**src/rtl/cpc_pkg.sv**
```systemverilog
// Package: shared types for the cascadable parity checker.
// Assumes: role pins are static while the block is out of reset.
package cpc_pkg;

    typedef enum logic [1:0] {
        ROLE_SINGLE = 2'd0,
        ROLE_LEAD   = 2'd1,
        ROLE_TRAIL  = 2'd2
    } role_e;

    // Map the two configuration pins to a role; the pair pin dominates.
    function automatic role_e role_decode(input logic pair_mode, input logic upper_half);
        if (!pair_mode) begin
            return ROLE_SINGLE;
        end else if (!upper_half) begin
            return ROLE_LEAD;
        end
        return ROLE_TRAIL;
    endfunction

endpackage

```
**src/rtl/cpc_xor_tree.sv**
```systemverilog
// Module: balanced XOR reduction, built by recursive halving.
// Does: drives odd_o high when bits_i holds an odd number of ones.
// Assumes: WIDTH >= 1; purely combinational.
module cpc_xor_tree #(
    parameter int WIDTH = 8
) (
    input  logic [WIDTH-1:0] bits_i,
    output logic             odd_o
);

    generate
        if (WIDTH == 1) begin : g_leaf
            // A single bit is its own parity.
            assign odd_o = bits_i[0];
        end else begin : g_split
            localparam int LO_W = WIDTH / 2;
            localparam int HI_W = WIDTH - LO_W;
            logic lo_odd;
            logic hi_odd;

            cpc_xor_tree #(.WIDTH(LO_W)) u_lo (
                .bits_i (bits_i[LO_W-1:0]),
                .odd_o  (lo_odd)
            );

            cpc_xor_tree #(.WIDTH(HI_W)) u_hi (
                .bits_i (bits_i[WIDTH-1:LO_W]),
                .odd_o  (hi_odd)
            );

            // Join the two halves.
            assign odd_o = lo_odd ^ hi_odd;
        end
    endgenerate

endmodule

```
**src/rtl/cpc_align.sv**
```systemverilog
// Module: latency-alignment pipeline of the parity checker.
// Does: registers the data word, reduces it to one parity bit,
//   joins that bit with the parity input that arrives one clock later,
//   and registers the result so it appears three edges after the data.
//   It also provides an early, select-gated copy for the lead role.
// Assumes: synchronous active-low reset; role_i is static in operation.
module cpc_align
    import cpc_pkg::*;
#(
    parameter int DATA_W = 22
) (
    input  logic              clk,
    input  logic              rst_n,
    input  role_e             role_i,
    input  logic [DATA_W-1:0] data_i,
    input  logic              par_i,
    input  logic              gate_i,
    output logic              ppo_early_o,
    output logic              ppo_late_o,
    output logic              odd_o
);

    logic [DATA_W-1:0] data_q;
    logic              data_odd;
    logic              dpar2_q;
    logic              par_q;
    logic              sum_q;
    logic              dpar3_q;
    logic              gate1_q;
    logic              gate2_q;
    logic              gate3_q;

    cpc_xor_tree #(.WIDTH(DATA_W)) u_tree (
        .bits_i (data_q),
        .odd_o  (data_odd)
    );

    // Stage 1: capture the raw word and its select gate.
    always_ff @(posedge clk) begin
        if (!rst_n) begin
            data_q  <= '0;
            gate1_q <= 1'b0;
        end else begin
            data_q  <= data_i;
            gate1_q <= gate_i;
        end
    end

    // Stage 2: keep the word's parity and capture the late parity bit.
    always_ff @(posedge clk) begin
        if (!rst_n) begin
            dpar2_q <= 1'b0;
            par_q   <= 1'b0;
            gate2_q <= 1'b0;
        end else begin
            dpar2_q <= data_odd;
            par_q   <= par_i;
            gate2_q <= gate1_q;
        end
    end

    // Stage 3: combined sum, forwarded data parity, and early gated output.
    always_ff @(posedge clk) begin
        if (!rst_n) begin
            sum_q       <= 1'b0;
            dpar3_q     <= 1'b0;
            gate3_q     <= 1'b0;
            ppo_early_o <= 1'b0;
        end else begin
            sum_q   <= dpar2_q ^ par_q;
            dpar3_q <= dpar2_q;
            gate3_q <= gate2_q;
            if (!gate2_q) begin
                ppo_early_o <= dpar2_q ^ par_q;
            end
        end
    end

    // Result bit: trailing role folds in the upstream partial parity now.
    always_comb begin
        if (role_i == ROLE_TRAIL) begin
            odd_o = dpar3_q ^ par_i;
        end else begin
            odd_o = sum_q;
        end
    end

    // Stage 4: output partial parity, frozen for select-gated words.
    always_ff @(posedge clk) begin
        if (!rst_n) begin
            ppo_late_o <= 1'b0;
        end else if (!gate3_q) begin
            ppo_late_o <= odd_o;
        end
    end

    // a gated word must leave the late output unchanged.
    p_late_hold_r7: assert property (@(posedge clk) disable iff (!rst_n)
        gate3_q |=> $stable(ppo_late_o))
        else $error("p_late_hold_r7 violated");

    // a gated word must leave the early output unchanged.
    p_early_hold_r7: assert property (@(posedge clk) disable iff (!rst_n)
        gate2_q |=> $stable(ppo_early_o))
        else $error("p_early_hold_r7 violated");

endmodule

```
**config.mk**
```make
export PLATFORM = sky130hd
export DESIGN_NAME = cpc_align
export DESIGN_NICKNAME = d
export VERILOG_FILES = /design/src/rtl/cpc_pkg.sv /design/src/rtl/cpc_xor_tree.sv /design/src/rtl/cpc_align.sv
export SDC_FILE = /design/constraint.sdc
export NUM_CORES = 1
export LEC_CHECK = 0
export BUFFER_PORTS_ARGS = -buffer_cell sky130_fd_sc_hd__buf_2
export CORE_UTILIZATION = 50
export CTS_CLUSTER_SIZE = 10
export DETAILED_ROUTE_END_ITERATION = 10
export PLACE_DENSITY = 0.77
export SLEW_MARGIN = 10
export SYNTH_ARGS = -nofsm -noshare
export SYNTH_HDL_FRONTEND = slang
export SYNTH_SLANG_ARGS = --single-unit
```
**constraint.sdc**
```tcl
create_clock -name clk -period 2.68 [get_ports clk]
set_clock_uncertainty 0.2 [all_clocks]
set_input_delay 0.402 -clock clk [delete_from_list [all_inputs] [get_ports clk]]
set_output_delay 0.402 -clock clk [all_outputs]
set_load 0.01 [all_outputs]
```
# After elaboration in Yosys (flattened, before gate mapping)
# Cells that the tools add are included.
# word_totals
register_bits	31
inputBits	28
elab_cells	35
# classes
eq_ne	1
n_mux	1
n_bitwise	23
# op_table
op	n
$xor A1 B1 Y1	23
$eq A2 B2 Y1 const B	1
$mux W1	1

# Depth between registers and ports, before layout
# Gate-level depths: netlist of run 1.
# logic_depth
depth_word	5
mapped_depth	5

# Cells and area by module
# Synthesis of run 1 repeated with hierarchy kept, for this count alone.
# unflattened
hier_cells	118
area_unflattened_um2	1242.4
# by_module_without_submodules
module	cells_each	n_inst	area_each_um2
cpc_align	75	1	893.4
cpc_xor_tree (u_tree ...)	1	21	8.8
cpc_xor_tree (u_tree.g_split.u_hi.g_split.u_hi.g_split.u_hi.g_split.u_hi.g_split.u_hi ...)	1	22	7.5

# Worst setup path after synthesis of run 1
# No wires, ideal clock.
# synth_path
path_type	flip-flop to flip-flop
from	register data_q[2]
to	register dpar2_q
period_less_slack_ns	1.588
stages_incl_launch_ff	6
arrival_time_ns	1.273
required_ns	2.365
setup_slack_ns	1.092
cell_sequence	dfxtp_1 xor2_1 xnor2_1 xnor2_1 xnor3_1 and2_1
# synth_via
elab_chain_len	4
# synth_rtl
item	line_no	source
from (decl)	cpc_align.sv:23	logic [DATA_W-1:0] data_q;
from (signal assigned)	cpc_align.sv:44	data_q <= data_i;
$xor A1 B1 Y1 (4 in series)	cpc_xor_tree.sv:32	assign odd_o = lo_odd ^ hi_odd;
to (signal assigned)	cpc_align.sv:56	dpar2_q <= data_odd;
to (decl)	cpc_align.sv:25	logic dpar2_q;
# No other way between the ends.
# A chain may end at the register's enable or synchronous reset.

# Worst setup path in the final report of run 1
# layout_path
from	register dpar3_q
to	output port odd_o
# layout_via
elab_chain_len	2
# layout_rtl
item	line_no	source
from (decl)	cpc_align.sv:28	logic dpar3_q;
from (signal assigned)	cpc_align.sv:71	dpar3_q <= dpar2_q;
$xor A1 B1 Y1	cpc_align.sv:82	odd_o = dpar3_q ^ par_i;
$mux W1	cpc_align.sv:81	if (role_i == ROLE_TRAIL) begin
to (decl)	cpc_align.sv:20	output logic odd_o
# No other way between the ends.

==> results, run 1 <==
- In this run the power spent charging and discharging nets is 204 uW.
- The first global-routing pass estimated 2260 microns of wire.
- The number of failing setup endpoints in the final timing report is 0.
- Setup repair after global routing left no endpoint under its margin.
- The setup path with the least slack is of type flip-flop to primary output.
- The clock tree root buffer cell is sky130_fd_sc_hd__clkbuf_4.
- In the final layout, flip-flops and latches occupy 621 sq um.
- The number of hold-slack violations in the final timing report was 0.
- Wires add up to 1440 microns.
- The placer congestion estimate is 0.634.
- The first-pass iteration count of the detailed router is 2.
- Dividing the synthesized area by the synthesized cell count gives 11.4 sq um.
- The die extent in x is 48.1 microns.
- The hold path endpoint is data_q[7]$_SDFF_PN0_.
- The period utilization is 63.7%.
- The number of buffers inserted by hold repair at cts is 0.
- The maximum number of pins on one net before global-route repair is 31.
- The worst register-to-register path ends at dpar2_q$_SDFF_PN0_.
- By area the synthesized netlist is led by sky130_fd_sc_hd__dfxtp_1, sky130_fd_sc_hd__and2_1, sky130_fd_sc_hd__xnor2_1, sky130_fd_sc_hd__xor2_1, sky130_fd_sc_hd__xnor3_1.
- Using the TritonRoute via totals, the vias-per-cell ratio works out to 4.29.
- Detailed placement finished with a half-perimeter wire length of 1040 microns.
- The via count of the first global-routing pass is 606.
- The clock slew at the register clock pins of the worst setup and hold paths is 0.09 ns.
- The share of total power in combinational logic is 17.6%.
- The mapped netlist covers 0.00106 sq mm.
- The share of total power dissipated in the clock network is 25.1%.
- The final global-route overflow total is 0.
- The area growth from synthesis to layout is 20.1%.
- The class of the worst hold path is input pin to flip-flop.
- The clock passes through at most 2 buffers.
- STA classifies the critical path startpoint as a flip-flop.
- VDD sags by at most 0.462 mV.
- For this configuration, the core starts out at a cell density of 53.7%.
- The overall die area is 0.00232 sq mm.
- Along the worst path, the maximum fanout reaches 2.
- Summed over all failing endpoints, the final setup total negative slack is 0 ns.
- Port buffering added 30 buffers.
- The TritonCTS clock tree is built.
- The overall routing resource usage is 15.5%.
- Measured along the y axis, the die boundary spans 48.1 microns.
- The startpoint identified for the worst hold timing path is data_i[7].
- After routing the design area is 0.00128 sq mm.
- The source-to-sink clock delay at the later pin of the worst-skew pair is 0.32 ns.
- Detailed routing inserted a total of 656 vias.
- CTS built an H-tree with a depth of 2.
- Dividing the detail-routed wire length by the instance count gives 9.40 microns.
- Counting instances, the worst hold path has a depth of 2.
- The endpoint type of the worst setup path is a primary output.
- The number of cells upsized or downsized after cts is 0.
- The number of antenna violations at the first check in global routing is 0.
- The count of filler cells inserted in the layout is 166.
- The cell taking the most area after synthesis is sky130_fd_sc_hd__dfxtp_1.
- For this block, the initial DRC count from the detailed router was 9.
- The final number of max-transition violations is 0.
- The warning count from the yosys run is 0.
- The number of unique standard cell types used by synthesis is 12.
- The total internal power is 696 uW.
- Across all hold checks on the routed design, the worst slack comes to 0.0813 ns.
- The number of buffers added for setup after CTS is 0.
- The required time at the endpoint of the critical path is 2.08 ns.
- The number of rows created at floorplan is 16.
- For the worst setup path, the data arrival time is 1.11 ns.
- The power per unit of standard cell area is 704 mW/mm^2.
- The share of total power dissipated in sequential elements is 57.3%.
- The number of nets produced by synthesis is 121.
- The net count of the finished layout is 155.
- Measured against its own limit, the worst slew margin works out to 77.2%.
- The share of synthesized area in the top cell type comes to 58.3%.
- The tree built by TritonCTS fans out to 31 sinks.
- Max-cap violations in this run came to 0.
- Based on the critical path, the design can be clocked at up to 586 MHz.
- The CTS buffer count is 5.
- The slew at the pin closest to its max-slew limit is 0.342 ns.
- The run finished with clean final reports.
- The worst reg2reg path startpoint is data_q[6]$_SDFF_PN0_.
- For this run, design rule violations remaining after detail routing come to 0.
- Synthesis inferred 31 register bits.
- The fraction of final layout cells sized beyond drive strength 1 is 27.8%.
- The number of cells after detailed placement is 147.
- The share of the core filled with cells is 64.5%.
- In this run the cell area measured after placement is 0.00124 sq mm.
- The clock period minus worst slack is 1.71 ns.
- The count of boundary I/O pins is 31.
- The depth of the worst register-to-register path is 5.
- For flop-to-flop paths, the worst setup slack is 1.01 ns.
- After floorplanning, the core was sized to cover 0.00198 sq mm.
- The number of cells produced by synthesis is 93.
- The residual antenna-violating net count after detailed routing is 0.
- For this run, the register share of the synthesized area comes to 58.3%.
- 0 antenna diodes ended up in the layout.
- The area taken by multi-input logic gates is 429 sq um.
- The static power due to leakage is 0.563 nW.
- The count of cells in the finished layout, fillers not included, comes to 153.
- The switching part of the total power is 22.6%.
-- worst max path at each step --
stage	depth (start not counted)	start	slack [ns]	to
floorplan	5	data_q[2]$_SDFF_PN0_	1.09	dpar2_q$_SDFF_PN0_
global placement	5	data_q[6]$_SDFF_PN0_	1.04	dpar2_q$_SDFF_PN0_
detailed placement	5	data_q[6]$_SDFF_PN0_	1.03	dpar2_q$_SDFF_PN0_
CTS	3	dpar3_q$_SDFF_PN0_	0.95	odd_o
global route	3	dpar3_q$_SDFF_PN0_	0.90	odd_o
finish	3	dpar3_q$_SDFF_PN0_	0.97	odd_o
-- kinds of logic after synthesis --
kind of cell / Yosys count / share of synthesized area (%)
and+or+nand+nor: 33 / 18.9
buffers and inverters: 4 / 1.41
DFF: 31 / 58.3
xor gates and xnor gates: 22 / 19.4
AOI/OAI and AO/OA: 3 / 2.00
-- layout make-up --
type | count | area share (%)
sequential | 31 | 48.5
multi-input combinational | 58 | 33.6
timing repair buffer | 30 | 11.7
clock buffer | 6 | 3.23
tap | 27 | 2.64
inverter | 1 | 0.294
-- cell usage after synthesis --
cell type / number
sky130_fd_sc_hd__nand2b_1: 2
sky130_fd_sc_hd__inv_1: 1
sky130_fd_sc_hd__xnor3_1: 1
sky130_fd_sc_hd__a21boi_0: 1
sky130_fd_sc_hd__o21ai_0: 1
sky130_fd_sc_hd__and2_1: 29
sky130_fd_sc_hd__dfxtp_1: 31
sky130_fd_sc_hd__xnor2_1: 18
sky130_fd_sc_hd__a2bb2oi_1: 1
sky130_fd_sc_hd__xor2_1: 3
sky130_fd_sc_hd__nand2_1: 2
sky130_fd_sc_hd__clkbuf_1: 3
-- metrics by stage --
step | setup WS (ns) | power (mW)
finish | 0.972 | 0.900
global route | 0.900 | 0.957
CTS | 0.948 | 0.917
detailed placement | 1.03 | 0.687
global placement | 1.04 | 0.682
floorplan | 1.09 | 0.647
-- worst max-delay path: stages (launching register included) --
cell and delay, ns:
sky130_fd_sc_hd__dfxtp_1 0.32, sky130_fd_sc_hd__xnor2_1 0.11, sky130_fd_sc_hd__o21ai_0 0.19, sky130_fd_sc_hd__buf_2 0.17
-- registers in the layout, summed over array words and instances (netlist names) --
name and flops:
data_q 22, dpar3_q 1, gate1_q 1, gate2_q 1, dpar2_q 1, gate3_q 1, par_q 1, ppo_early_o 1
sum_q 1, ppo_late_o 1
-- layer usage --
metal	up-vias	share of wire, %	GRT usage [%]
met2	22	49	25.6
li1	347	-	-
met5	-	0	0
met1	280	42	14.0
met4	0	3.1	11.7
met3	7	5.8	8.89
-- cell usage in the layout, fill, tap and decap left out --
master / count
sky130_fd_sc_hd__dfxtp_1: 31
sky130_fd_sc_hd__buf_2: 30
sky130_fd_sc_hd__and2_1: 29
sky130_fd_sc_hd__xnor2_1: 18
sky130_fd_sc_hd__clkbuf_4: 5
sky130_fd_sc_hd__xor2_1: 3
sky130_fd_sc_hd__nand2b_1: 2
sky130_fd_sc_hd__nand2_1: 2
sky130_fd_sc_hd__o21ai_0: 1
sky130_fd_sc_hd__a21boi_0: 1
sky130_fd_sc_hd__xnor3_1: 1
sky130_fd_sc_hd__inv_1: 1
sky130_fd_sc_hd__a2bb2oi_1: 1
sky130_fd_sc_hd__clkbuf_1: 1
-- power by group through the flow --
stage / registers, mW / clock network (mW) / logic (mW)
6_report: 0.516 / 0.225 / 0.159
5_1_grt: 0.521 / 0.261 / 0.175
2_1_floorplan: 0.528 / 0 / 0.119
4_1_cts: 0.516 / 0.239 / 0.162
3_3_place_gp: 0.526 / 0 / 0.156
3_5_place_dp: 0.527 / 0 / 0.160
No activity file was read; power rests on OpenSTA's default activity.
==> run 2, diff against run 1 <==
Settings changed: CORE_UTILIZATION 50 to 49, PLACE_DENSITY 0.77 to 0.76.
Clock period 2.68 ns to 1.6 ns, I/O delays scaled along.
==> run 2 against run 1 <==
Against the previous run: sequential share of layout area is 8.1 points lower; first-iteration DRC count is 67% lower; critical path type is now flip-flop to flip-flop; routed wire length is 28% higher; the flow now finishes with violations (setup timing); critical path depth is 2 higher.
==> results, run 2 (synthesized netlist as in run 1, its figures left out) <==
- The flow ran to the end, but the final reports show violations.
- The checks that failed: setup timing.
- The number of hold-slack violations in the final timing report is 0.
- The count of placed standard cells in the final layout, fillers left out is 179.
- Cells with a size suffix above 1 make up 26.3% of the layout.
- The maximum level of the CTS H-tree is 2.
- The number of DRC markers after the initial detailed-route iteration is 3.
- Among all stages on the critical path, the largest delay is contributed by sky130_fd_sc_hd__xnor3_1.
- The die span in y is 48.6 microns.
- The end of the worst register-to-register path is dpar2_q$_SDFF_PN0_.
- The source-to-sink clock delay at the later pin of the worst-skew pair is 0.32 ns.
- The number of antenna violations at the first check in global routing is 0.
- In the layout the commonest cells are sky130_fd_sc_hd__buf_2, sky130_fd_sc_hd__and2_1, sky130_fd_sc_hd__dfxtp_1.
- In the final design database the tool counted 179 nets.
- The slew at the pin closest to its max-slew limit is 0.368 ns.
- The first-pass iteration count of the detailed router is 4.
- The class of the worst hold path is input pin to flip-flop.
- The largest register by flop count is data_q.
- For this design the static power due to leakage is 0.671 nW.
- The final number of max-transition violations is 0.
- The most numerous cell on the critical path is sky130_fd_sc_hd__xnor2_1.
- Buffers added to address setup during post-CTS repair amount to 0.
- The count of boundary I/O pins is 31.
- The number of cells after detailed placement is 147.
- Static timing analysis puts the maximum clock frequency at 612 MHz.
- Traced cell by cell, the critical path runs through xnor2_2, xnor2_1, xnor2_1, xnor3_1, and2_1.
- In this run, CTS created clock tree buffers numbering 5.
- The flip-flop count of the largest register after layout is 22.
- The via count of the first global-routing pass is 814.
- For this run, the slowest stage of the critical path takes 0.39 ns.
- The synthesis-to-layout area growth is 44.8%.
- The clock tree root buffer cell is sky130_fd_sc_hd__clkbuf_4.
- The instance count along the most critical hold path is 5.
- The power per unit of standard cell area is 1040 mW/mm^2.
- The worst setup path is captured at a flip-flop.
- In this design, the largest share of critical-path delay is due to XOR/XNOR gates.
- In this run the most critical hold path is launched from role_i[1].
- The worst register-to-register path begins at data_q[13]$_SDFF_PN0_.
- The maximum count of clock buffers along a single path is 2.
- Global routing used 18.4% of the available tracks across all layers.
- The first global-routing pass estimated 3100 microns of wire.
- The die covers 0.00236 sq mm.
- In this run the worst setup path begins at data_q[13]$_SDFF_PN0_.
- The number of buffers and inverters on the critical path is 0.
- The maximum number of pins on one net before global-route repair is 31.
- The number of rows created at floorplan is 16.
- Max-cap violations in this run came to 0.
- For this run, design rule violations remaining after detail routing come to 0.
- The count of buffers added on input and output ports is 30.
- The residual antenna-violating net count after detailed routing is 0.
- The number of failing setup endpoints in the final timing report is 1.
- The worst-case IR drop observed on VDD is 0.645 mV.
- The clock drives 31 sinks.
- The average wire length per cell after detail routing is 10.3 microns.
- The arrival time reported for the critical path endpoint is 1.66 ns.
- The area of the core is 0.00200 sq mm.
- The die extent in x is 48.6 microns.
- The count of filler cells inserted in the layout is 140.
- The sort of element at the start of the critical path is a flip-flop.
- The placer congestion estimate is 0.668.
- The final HPWL from detailed placement is 1020 microns.
- Headroom to the max-slew limit came out at 75.4%.
- The depth of the worst register-to-register path is 5.
- Clock-pin slew was measured on the worst setup and hold paths at 0.09 ns.
- TritonCTS built the clock tree.
- The initial cell density of the core is 53.2%.
- The worst setup slack after layout is -0.0337 ns.
- The smallest clock period supported by the final layout is computed as 1.63 ns.
- The category of the critical setup timing path is flip-flop to flip-flop.
- The final route contains 765 vias.
- The total overflow left after global routing is 0.
- Of the available clock period, the critical path in the final layout requires 102%.
- Timing analysis after detailed placement gives a worst setup slack of -0.0456 ns.
- The hold path endpoint is ppo_late_o$_SDFFE_PN0N_.
- The antenna diode count is 0.
- After detailed routing, the number of vias per cell comes to 4.27.
- The reg-to-reg setup timing slack is -0.03 ns.
- The biggest fanout along the worst timing path is 1.
- The leading cell type in the layout, fill and taps excluded is sky130_fd_sc_hd__buf_2.
- Setup repair after global routing could not meet its margin everywhere.
- At the worst endpoint, the required time is 1.63 ns.
- For this block, the routed nets add up to 1840 microns of wire.
run 2: power breakdown:
part           internal, mW  total, mW  switching, mW
Sequential            0.838      0.866         0.0276
Combinational         0.209      0.312          0.103
Clock                 0.169      0.419          0.250
Total                  1.22       1.60          0.380
run 2: cell type report:
class	count	area [sq um]	area share, %
clock buffers	6	41.3	2.68
well taps	27	33.8	2.19
multi-input cells	58	437	28.3
repair buffers	54	390	25.3
flip-flops and latches	31	623	40.4
clock inverters	2	12.5	0.812
inverters	1	3.75	0.244
run 2: what timing repair did:
action,in CTS,in global routing
endpoints found under the setup margin,1,2
gates resized for setup,3,1
hold endpoints to repair,24,0
pin swaps,7,2
gates cloned,0,0
hold buffers,24,0
run 2: worst reg2reg max path, stage by stage (launching register included):
cell	delay [ns]
sky130_fd_sc_hd__dfxtp_2	0.34
sky130_fd_sc_hd__xnor2_2	0.17
sky130_fd_sc_hd__xnor2_1	0.15
sky130_fd_sc_hd__xnor2_1	0.14
sky130_fd_sc_hd__xnor3_1	0.39
sky130_fd_sc_hd__and2_1	0.15
run 2: per-stage QoR:
step / setup TNS [ns] / hold slack (ns) / area, sq um / util [%] / power (mW)
after global placement: -0.0420 / 0.206 / 1240 / 61.8 / 1.14
after CTS: -0.0376 / 0.149 / 1540 / 77.0 / 1.61
final: -0.0337 / 0.161 / 1540 / 77.0 / 1.60
after global routing: -0.107 / 0.177 / 1540 / 77.0 / 1.69
after detailed placement: -0.0456 / 0.221 / 1240 / 61.8 / 1.15
after floorplan: 0 / 0.162 / 1060 / - / 1.08
run 2: layer usage:
metal	routed length (microns)	share of wire, %	GRT usage [%]	vias to the layer above
met5	0	0	0	-
li1	-	-	-	398
met4	44	2.4	13.2	0
met1	695	38	16.5	341
met2	1020	56	34.3	21
met3	77	4.2	5.66	5
run 2: how the worst max path moves through the flow:
stage	depth (start not counted)	to	slack, ns
global placement	5	dpar2_q$_SDFF_PN0_	-0.04
global route	5	dpar2_q$_SDFF_PN0_	-0.11
floorplan	5	dpar2_q$_SDFF_PN0_	0.01
finish	5	dpar2_q$_SDFF_PN0_	-0.03
CTS	5	dpar2_q$_SDFF_PN0_	-0.04
detailed placement	5	dpar2_q$_SDFF_PN0_	-0.05
==> run 3, diff against run 2 <==
Settings changed: CORE_UTILIZATION 49 to 52, CTS_BUF_LIST set to sky130_fd_sc_hd__clkbuf_4 sky130_fd_sc_hd__clkbuf_8, PLACE_DENSITY 0.76 to 0.8.
==> run 3 against run 2 <==
Against the previous run: the flow still finishes with violations (setup timing); sequential share of layout area down 0.73 points; count of clock-buffer cells in the layout rose by 2; combinational power barely moved; fmax is 0.86% higher; core utilization grew 3.7 points; sequential power hardly changed; first-iteration DRC count decreased by 67%; total power increased by 5.8%; sequential cell count stayed put; clock power up 22%; routed wire length down 4.6%; die area decreased by 5.5%.
==> results, run 3 (synthesized netlist as in run 1, its figures left out) <==
- In the routed layout, each cell is associated on average with a via count of 4.21.
- Setup violations remaining at the end of the flow were counted as 1.
- The net count of the finished layout is 180.
- The count of filler cells inserted in the layout is 128.
- The met2 wire length is 1000 microns.
- The post-route total power is 1.69 mW.
- The final reports fail on setup timing.
- Setup repair after global routing could not meet its margin everywhere.
- The share of the core filled with cells is 80.7%.
- The via count of the routed design is 758.
- The worst setup path is launched from a flip-flop.
- Cells with a size suffix above 1 make up 26.8% of the layout.
- The arrival time reported for the critical path endpoint is 1.64 ns.
- Across all register-to-register paths, the minimum setup slack is -0.02 ns.
- The routed length on met1 is 669 microns.
- After layout, the worst path uses 101% of the clock period.
- After detailed routing, the average wire length per cell comes to 9.73 microns.
- The final number of max-transition violations came to 0.
- The via count of the first global-routing pass is 753.
- In the post-route analysis, the smallest setup slack over all paths is -0.0198 ns.
- The category of the critical setup timing path is flip-flop to flip-flop.
- From bottom edge to top edge, the die measures 47.3 microns.
- The count of nets left with antenna violations once routing finished came out at 0.
- The number of antenna diodes in the final layout is 0.
- The die extent in x is 47.3 microns.
- The register with the most flip-flops in the layout has 22 of them.
- The total clock sinks is 31.
- Counting I/O delays and the setup requirement, the final critical path takes 1.62 ns.
- The required time at the endpoint of the critical path is 1.62 ns.
- Of all nets on the critical path, the largest fanout is 1.
- The source-to-sink clock delay at the later pin of the worst-skew pair is 0.31 ns.
- TritonCTS built the clock tree.
- Once the floorplan was initialized, standard cells occupied 54.8% of the core.
- The total of max-cap violations is 0.
- Dividing total power by cell area gives a power density of 1080 mW/mm^2.
- The count of input and output buffers is 30.
- The flow ran to the end, but the final reports show violations.
- VDD sags by at most 0.767 mV.
- In this run the clock root is driven by a sky130_fd_sc_hd__clkbuf_4.
- The tightest slew margin relative to the limit is 84.1%.
- The floorplan step defined a core boundary enclosing 0.00194 sq mm.
- Clock-pin slew was measured on the worst setup and hold paths at 0.09 ns.
- The routed length on met3 is 78 microns.
- In this run the number of H-tree levels came out at 2.
- The highest layer used for signal routing is met3.
- The wire length after detailed routing is 1750 microns.
- In the final timing run, aggregate negative setup slack is -0.0198 ns.
- The number of DRC markers after the initial detailed-route iteration is 1.
- For the pin with the worst max-slew slack, the measured transition is 0.238 ns.
- The placer congestion estimate is 0.635.
- The class of the worst hold path is input pin to flip-flop.
- Global routing used 19.0% of the available tracks.
- The floorplan step defined a die boundary enclosing 0.00223 sq mm.
- The register area is 622 sq um.
- The endpoint type of the worst setup path is a flip-flop.
- The multi-input combinational cells in the finished layout cover a total of 437 sq um.
- The number of rows created at floorplan is 16.
- Counting the buffers created by CTS gives 5.
- The number of antenna violations at the first check in global routing is 0.
- The maximum count of clock buffers along a single path is 2.
- Detailed placement finished with a half-perimeter wire length of 1040 microns.
- The DRC violations left is 0.
- The number of hold-slack violations in the final timing report is 0.
- In this run the static leakage power is 0.690 nW.
- The first detailed-routing pass took 2 iterations.
- The first global-routing pass estimated 2660 microns of wire.
- More flip-flops sit in one register than any other, and that register is data_q.
- From synthesis to final layout, the design area changed by 47.1%.
- The library cells used most frequently in the layout, excluding fill and tap cells, are sky130_fd_sc_hd__dfxtp_1, sky130_fd_sc_hd__buf_2, sky130_fd_sc_hd__and2_1.
- The final global-route overflow total is 0.
- The count of boundary I/O pins is 31.
- Static timing analysis puts the maximum clock frequency at 617 MHz.
- Entering global routing, the biggest net connects 19 pins.
-- run 3: cell type report --
class	instances	share of cell area (%)
Sequential cell	31	39.7
Multi-Input combinational cell	58	27.9
Timing Repair Buffer	55	25.4
Clock buffer	8	4.63
Tap cell	27	2.16
Inverter	1	0.240
-- run 3: critical path, stage by stage (launching register included) --
cell	delay [ns]
sky130_fd_sc_hd__dfxtp_1	0.31
sky130_fd_sc_hd__xnor2_1	0.17
sky130_fd_sc_hd__xnor2_1	0.15
sky130_fd_sc_hd__xnor2_1	0.15
sky130_fd_sc_hd__xnor3_1	0.40
sky130_fd_sc_hd__and2_1	0.15
-- run 3: what timing repair did --
action,CTS,global route
setup buffers,0,0
hold buffers,24,0
hold endpoints to repair,24,0
pin swaps,6,4
gates resized for setup,2,1
endpoints found under the setup margin,1,2
-- run 3: worst paths after layout --
kind | start | to | depth (start not counted)
setup / recovery | data_q[17]$_SDFF_PN0_ | dpar2_q$_SDFF_PN0_ | 5
hold / removal | rst_n | ppo_late_o$_SDFFE_PN0N_ | 2
setup reg to reg | data_q[17]$_SDFF_PN0_ | dpar2_q$_SDFF_PN0_ | 5
hold reg to reg | gate1_q$_SDFF_PN0_ | gate2_q$_SDFF_PN0_ | 1
-- run 3: through the flow --
stage                     hold slack [ns]  worst slack [ns]  std cells  cell area [sq um]
after floorplan                     0.162            0.0117         93               1060
after CTS                          0.0874           -0.0365        180               1570
final                               0.100           -0.0198        180               1570
after detailed placement            0.225           -0.0581        148               1240
after global routing               0.0922           -0.0949        180               1570
after global placement              0.207           -0.0321        148               1240
-- run 3: layer usage --
metal  GRT usage, %  up-vias
met5              0        -
met4           6.86        0
met3           11.5        0
met2           38.9       21
met1           13.2      337
li1               -      400
-- run 3: power breakdown --
part / leakage, nW / total (mW) / internal [mW] / switching (mW)
Sequential: 0.258 / 0.865 / 0.838 / 0.0273
Combinational: 0.390 / 0.314 / 0.211 / 0.103
Clock: 0.0420 / 0.510 / 0.275 / 0.235
Total: 0.690 / 1.69 / 1.32 / 0.365
